$ cat config.mk
export PLATFORM = sky130hd
export DESIGN_NAME = lsq_window_throttle
export DESIGN_NICKNAME = d
export VERILOG_FILES = /design/src/rtl/lsqw_pkg.sv /design/src/rtl/lsqw_ptrs.sv /design/src/rtl/lsqw_window.sv /design/src/rtl/lsqw_picker.sv /design/src/rtl/lsq_window_throttle.sv
export SDC_FILE = /design/constraint.sdc
export NUM_CORES = 1
export LEC_CHECK = 0
export ABC_AREA = 1
export BUFFER_PORTS_ARGS = -buffer_cell sky130_fd_sc_hd__buf_2
export CAP_MARGIN = 20
export CORE_UTILIZATION = 38
export CTS_CLUSTER_DIAMETER = 60
export CTS_CLUSTER_SIZE = 16
export DETAILED_ROUTE_END_ITERATION = 7
export PLACE_DENSITY_LB_ADDON = 0.25
export SETUP_SLACK_MARGIN = 0.2
export SLEW_MARGIN = 30
export SYNTH_ARGS = -nofsm -noshare
export SYNTH_HDL_FRONTEND = slang
export SYNTH_SLANG_ARGS = --single-unit
export TNS_END_PERCENT = 10
$ cat constraint.sdc
create_clock -name clk -period 6.61 [get_ports clk]
set_input_delay 0.9915 -clock clk [delete_from_list [all_inputs] [get_ports clk]]
set_output_delay 0.9915 -clock clk [all_outputs]
set_load 0.01 [all_outputs]
$ cat src/rtl/lsqw_pkg.sv
package lsqw_pkg;

    typedef enum logic [1:0] {
        ST_EMPTY   = 2'd0,
        ST_NOTRDY  = 2'd1,
        ST_BLOCKED = 2'd2,
        ST_ISSUED  = 2'd3
    } ent_state_e;

    localparam int unsigned WIN_SEL_W = 3;
    localparam int unsigned WIN_MAX   = 64;

    typedef struct packed {
        logic flush;
        logic alloc;
        logic issue;
        logic retire;
    } lsq_events_t;

    // window size in entries for a selector code, never above the queue depth
    function automatic int unsigned win_entries(input logic [WIN_SEL_W-1:0] sel,
                                                input int unsigned depth);
        int unsigned w;
        w = (sel > 3'd5) ? WIN_MAX : (32'd2 << sel);
        return (w > depth) ? depth : w;
    endfunction

endpackage

$ cat src/rtl/lsqw_ptrs.sv
module lsqw_ptrs #(
    parameter int unsigned DEPTH = 16,
    localparam int unsigned IDX_W = $clog2(DEPTH),
    localparam int unsigned CNT_W = IDX_W + 1
) (
    input  logic             clk,
    input  logic             rst,
    input  logic             flush,
    input  logic             push,
    input  logic             pop,
    output logic [IDX_W-1:0] head_idx,
    output logic [IDX_W-1:0] tail_idx,
    output logic             full
);

    // pointers carry one extra wrap bit to separate full from empty
    logic [CNT_W-1:0] head_q;
    logic [CNT_W-1:0] tail_q;
    logic [CNT_W-1:0] count;

    always_ff @(posedge clk) begin
        if (rst || flush) begin
            head_q <= '0;
            tail_q <= '0;
        end else begin
            if (push) tail_q <= tail_q + 1'b1;
            if (pop)  head_q <= head_q + 1'b1;
        end
    end

    assign head_idx = head_q[IDX_W-1:0];
    assign tail_idx = tail_q[IDX_W-1:0];
    assign count    = tail_q - head_q;
    assign full     = (head_q[IDX_W] != tail_q[IDX_W]) && (head_idx == tail_idx);


    count_cap_chk: assert property (@(posedge clk) disable iff (rst)
        count <= CNT_W'(DEPTH));


    head_step_chk: assert property (@(posedge clk) disable iff (rst)
        (pop && !flush) |=> (head_q == $past(head_q) + 1'b1));


    flush_zero_chk: assert property (@(posedge clk) disable iff (rst)
        flush |=> (head_q == '0 && tail_q == '0));

endmodule

$ cat src/rtl/lsqw_window.sv
module lsqw_window
    import lsqw_pkg::*;
#(
    parameter int unsigned DEPTH = 16,
    localparam int unsigned IDX_W = $clog2(DEPTH),
    localparam int unsigned CNT_W = IDX_W + 1
) (
    input  logic [WIN_SEL_W-1:0] win_sel,
    input  logic [IDX_W-1:0]     base_idx,
    output logic [DEPTH-1:0]     in_win
);

    logic [CNT_W-1:0] wsz;

    assign wsz = CNT_W'(win_entries(win_sel, DEPTH));

    // age offset from the head decides window membership
    for (genvar i = 0; i < DEPTH; i++) begin : g_slot
        logic [IDX_W-1:0] off;
        assign off       = IDX_W'(i) - base_idx;
        assign in_win[i] = ({1'b0, off} < wsz);
    end

endmodule

$ cat src/rtl/lsqw_picker.sv
module lsqw_picker #(
    parameter int unsigned DEPTH = 16,
    localparam int unsigned IDX_W = $clog2(DEPTH)
) (
    input  logic [DEPTH-1:0] cand,
    input  logic [IDX_W-1:0] base_idx,
    output logic             found,
    output logic [IDX_W-1:0] pick
);

    logic [IDX_W-1:0] idx;

    // scan youngest to oldest so the oldest candidate wins last
    always_comb begin
        found = 1'b0;
        pick  = '0;
        idx   = '0;
        for (int k = DEPTH - 1; k >= 0; k--) begin
            idx = base_idx + IDX_W'(k);
            if (cand[idx]) begin
                found = 1'b1;
                pick  = idx;
            end
        end
    end

endmodule

$ cat src/rtl/lsq_window_throttle.sv
module lsq_window_throttle
    import lsqw_pkg::*;
#(
    parameter int unsigned DEPTH = 16,
    localparam int unsigned IDX_W = $clog2(DEPTH),
    localparam int unsigned SV_W  = 2 * DEPTH
) (
    input  logic                 clk,
    input  logic                 rst,
    input  logic                 flush,
    input  logic [WIN_SEL_W-1:0] win_sel,
    input  logic                 alloc_valid,
    input  logic [DEPTH-1:0]     ready_vec,
    input  logic                 complete,
    output logic                 rename_stall,
    output logic [IDX_W-1:0]     alloc_idx,
    output logic                 issue_valid,
    output logic [IDX_W-1:0]     issue_idx,
    output logic [SV_W-1:0]      state_vec
);

    ent_state_e       state_q [DEPTH];
    ent_state_e       state_d [DEPTH];
    lsq_events_t      ev;
    logic             full;
    logic [IDX_W-1:0] head_idx;
    logic [IDX_W-1:0] tail_idx;
    logic [IDX_W-1:0] head_nxt;
    logic [DEPTH-1:0] cand;
    logic [DEPTH-1:0] in_win_n;
    logic             found;
    logic [IDX_W-1:0] pick;

    for (genvar i = 0; i < DEPTH; i++) begin : g_cand
        assign cand[i] = (state_q[i] == ST_NOTRDY) && ready_vec[i];
        assign state_vec[2*i +: 2] = state_q[i];
    end

    lsqw_picker #(.DEPTH(DEPTH)) i_picker (
        .cand     (cand),
        .base_idx (head_idx),
        .found    (found),
        .pick     (pick)
    );

    always_comb begin
        ev.flush  = flush;
        ev.alloc  = alloc_valid && !full && !flush;
        ev.retire = complete && (state_q[head_idx] == ST_ISSUED) && !flush;
        ev.issue  = found && !flush;
    end

    lsqw_ptrs #(.DEPTH(DEPTH)) i_ptrs (
        .clk      (clk),
        .rst      (rst),
        .flush    (ev.flush),
        .push     (ev.alloc),
        .pop      (ev.retire),
        .head_idx (head_idx),
        .tail_idx (tail_idx),
        .full     (full)
    );

    // the window opens at the head the queue will have next cycle
    assign head_nxt = head_idx + IDX_W'(ev.retire);

    lsqw_window #(.DEPTH(DEPTH)) i_window (
        .win_sel  (win_sel),
        .base_idx (head_nxt),
        .in_win   (in_win_n)
    );

    always_comb begin
        ent_state_e s;
        for (int i = 0; i < DEPTH; i++) begin
            s = state_q[i];
            if (ev.issue  && pick     == IDX_W'(i)) s = ST_ISSUED;
            if (ev.retire && head_idx == IDX_W'(i)) s = ST_EMPTY;
            if (ev.alloc  && tail_idx == IDX_W'(i)) s = ST_NOTRDY;
            if (s == ST_NOTRDY || s == ST_BLOCKED)
                s = in_win_n[i] ? ST_NOTRDY : ST_BLOCKED;
            state_d[i] = s;
        end
    end

    always_ff @(posedge clk) begin
        for (int i = 0; i < DEPTH; i++) begin
            if (rst || ev.flush) state_q[i] <= ST_EMPTY;
            else                 state_q[i] <= state_d[i];
        end
    end

    assign rename_stall = full;
    assign alloc_idx    = tail_idx;
    assign issue_valid  = ev.issue;
    assign issue_idx    = pick;


    issue_ready_chk: assert property (@(posedge clk) disable iff (rst)
        issue_valid |-> (ready_vec[issue_idx] && state_q[issue_idx] == ST_NOTRDY));


    issue_mark_chk: assert property (@(posedge clk) disable iff (rst)
        issue_valid |=> (state_q[$past(issue_idx)] == ST_ISSUED));


    stall_hold_chk: assert property (@(posedge clk) disable iff (rst)
        (rename_stall && alloc_valid && !flush) |=> (alloc_idx == $past(alloc_idx)));


    flush_quiet_chk: assert property (@(posedge clk) disable iff (rst)
        flush |-> !issue_valid);


    retire_empty_chk: assert property (@(posedge clk) disable iff (rst)
        (complete && !flush && state_q[head_idx] == ST_ISSUED)
            |=> (state_q[$past(head_idx)] == ST_EMPTY));

endmodule

==> summary.txt <==
Least-Margin Pin Slew = 778 ps
Setup TNS = 0 ps
Initial DRC Count = 487
maximum number of pins on one net before global-route repair = 32
RSZ-0062 raised after global routing = false
#FFs+latches synth = 46
Clk pin slew, worst setup/hold paths = 70 ps
CP max stage delay = 540 ps
finished layout cell area = 6250 sq um
clk sinks = 46
# hold bufs at CTS = 0
YS warnings = 0
Startpoint Class = flop
row cnt = 44
CTS tree = built
clk buf depth = 2
final setup fails = 0
min-delay src = i_ptrs.tail_q[4]$_SDFFE_PP0P_
vias in the first global route = 5604
post-CTS repair timing setup buffer count = 0
Layout Nets = 1102
Clock Power Share = 0.430
switching power = 0.169 mW
initial antenna violation count = 0
DP HPWL = 15300 um
post-synthesis cell area = 5610 sq um
H-Tree Depth = 2
outcome = finished, final reports clean
Synth area leader = nand2_1
Max FO, Critical Path = 22
synth unique cells = 39
Top delay family on crit path = simple AND/OR/NAND/NOR gates
fin util = 0.431
Switching Share = 0.276
Crit path buffers/inverters = 4
Synth-to-Final Area Change = 11.4%
global-route wire length before repair = 29800 um
Core Region = 14500 sq um
Tcrit/Tclk final = 0.762
multi-input logic area = 3940 sq um
CP required = 5620 ps
Power Total = 0.611 mW
Crit Path Category = flop to output port
antenna-violating nets left = 0
Sequential Power Share = 0.457
CP arrival = 4040 ps
Initial DRT Pass Iterations = 6
worst path cell trace = inv_1 -> ha_1 -> inv_1 -> nand3_1 -> nand2_1 -> nand2_1 -> nand3_1 -> nand2_1 -> a21oi_1 -> nand2_1 -> inv_1 -> nand2_1 -> nand2_1 -> nand2_1 -> nand2_1 -> nand2_1 -> nand2_1 -> nand2_1 -> nand2_1 -> nand2_1 -> nand2_1 -> nand2_2 -> a21oi_4 -> buf_2
ANT cells = 0
Peak VDD IR = 0.0000958 V
Top cell by count, worst path = nand2_1
CTS resizes = 0
Critical R2R Capture = state_q[5][0]$_SDFF_PP0_
Final min period = 5040 ps
Die Y-Extent = 123 um
cts bufs inserted = 5
cell area power density = 97.8 nW/um^2
Tightest Hold Check Type = flop to flop
initial core utilization = 0.387
gr usage total = 0.258
Die Area = 15200 sq um
prevailing post-synth register cell = dfxtp_1
total gr overflow = 0
R2R cell count = 31
top cells by area, synth = nand2_1 (17%), dfxtp_1 (16%), ha_1 (12%)
Setup Skew = 10.2 ps
internal power = 0.443 mW
final WL = 18800 um
worst reg-to-reg setup slack = 2210 ps
IO Pins = 66
Post-synth EDFFs = 0
slowest CP cell = ha_1
die width = 123 um
combinational share of power = 0.113
GP Congestion = 0.973
Hold Violations, Final = 0
share of the synthesized area in the top cell type = 0.171
max_cap viols = 0
fmax = 199 MHz
Final Max Tran Viols = 0
Hold EP = i_ptrs.tail_q[4]$_SDFFE_PP0P_
post-synthesis instance total = 966
Leakage = 3.30 nW
vias per inst = 5.20
worst hold path depth = 1
share of layout cells above drive strength 1 = 0.113
clk_lat worst skew = 300 ps
Rel. slew slack = 0.480
clock root buffer = clkbuf_16
DRC = 0
FFs w/ async S/R, synth = 0
total number of vias = 6272
wire per inst = 15.6 um
Worst R2R Start = i_ptrs.head_q[0]$_SDFFE_PP0P_
FF+latch area = 921 sq um
Port Buf Inserts = 65
average size of a mapped cell = 5.81 sq um
Post-DP Area = 6100 sq um
# fillers = 1568
sequential element share of the synthesized area = 0.164
Critical Path End Type = output port
post-synth net total = 1046
Crit. path cell count = 24
==> synthesized netlist by cell type (3+ instances only) <==
cell / instances
clkbuf_1: 7
ha_1: 56
nand4_1: 16
o211ai_1: 4
xor2_1: 8
nor2_1: 87
nand2_2: 7
a31oi_1: 5
nand3_1: 111
nand2_1: 255
clkinv_1: 3
o21ai_2: 4
nor4_1: 4
o21a_1: 5
a21oi_1: 90
o21ai_1: 5
xnor2_1: 8
inv_2: 6
o22ai_1: 4
nand3_2: 6
buf_2: 9
o21ai_0: 29
nand3b_1: 7
dfxtp_1: 46
buf_4: 5
inv_1: 162
==> how the worst max path moves through the flow <==
stage               slack [ps]                     startpoint      endpoint
floorplan                 2690  i_ptrs.head_q[1]$_SDFFE_PP0P_  issue_idx[1]
global placement          1980  i_ptrs.head_q[0]$_SDFFE_PP0P_  issue_idx[1]
detailed placement        1900  i_ptrs.head_q[0]$_SDFFE_PP0P_  issue_idx[1]
CTS                       1600  i_ptrs.head_q[0]$_SDFFE_PP0P_  issue_idx[1]
global route              1140  i_ptrs.head_q[0]$_SDFFE_PP0P_  issue_idx[1]
finish                    1570  i_ptrs.head_q[0]$_SDFFE_PP0P_  issue_idx[1]
==> cells in the final DEF (no fill, tap or decap), types with 6 or more instances in the layout <==
cell type | netlist | final
a21oi_1 | 90 | 89
buf_2 | 9 | 65
dfxtp_1 | 46 | 46
ha_1 | 56 | 56
inv_1 | 162 | 162
inv_2 | 6 | 6
nand2_1 | 255 | 255
nand2_2 | 7 | 7
nand3_1 | 111 | 111
nand3_2 | 6 | 6
nand3b_1 | 7 | 7
nand4_1 | 16 | 16
nor2_1 | 87 | 86
o21ai_0 | 29 | 29
xnor2_1 | 8 | 8
xor2_1 | 8 | 8
==> metal layers <==
layer / up-vias / track usage / part of all wire
li1: 3214 / - / -
met1: 2754 / 0.372 / 0.47
met2: 279 / 0.397 / 0.42
met3: 25 / 0.0369 / 0.085
met4: 0 / 0.0708 / 0.021
met5: - / 0 / 0
==> kinds of logic (layout without fill, tap and decap cells) <==
group                      Yosys count  in the layout  synth area share
and+or+nand+nor                    502            502             0.392
xor gates and xnor gates            18             18            0.0308
AOI/OAI and AO/OA                  152            152             0.154
buffers and inverters              192            249             0.134
DFF                                 46             46             0.164
adders and majority gates           56             56             0.125
==> layout make-up <==
class,count,area share
multi-input combinational,728,0.631
sequential,46,0.147
inverter,171,0.103
timing repair buffer,70,0.0581
tap,184,0.0369
clock buffer,5,0.0200
clock inverter,3,0.00381
==> metrics by stage <==
| step | hold WS (ps) | setup slack [ps] | instances |
|---|---|---|---|
| final | 471 | 1570 | 1207 |
| after global routing | 494 | 1140 | 1207 |
| after CTS | 475 | 1600 | 1207 |
| after detailed placement | 464 | 1900 | 1199 |
| after global placement | 461 | 1980 | 1199 |
| after floorplan | 443 | 2690 | 966 |
==> power groups by stage <==
stage	logic [mW]	clock network, mW	registers, mW
6_report	0.0690	0.263	0.279
4_1_cts	0.0691	0.265	0.279
3_5_place_dp	0.0687	0	0.286
5_1_grt	0.0798	0.277	0.280
2_1_floorplan	0.0440	0	0.286
3_3_place_gp	0.0682	0	0.286
==> registers in the layout (all words and copies together) (netlist names), named ones only <==
signal,flops
state_q,32
i_ptrs.head_q,5
i_ptrs.tail_q,5
(Power assumes the default switching activity.)
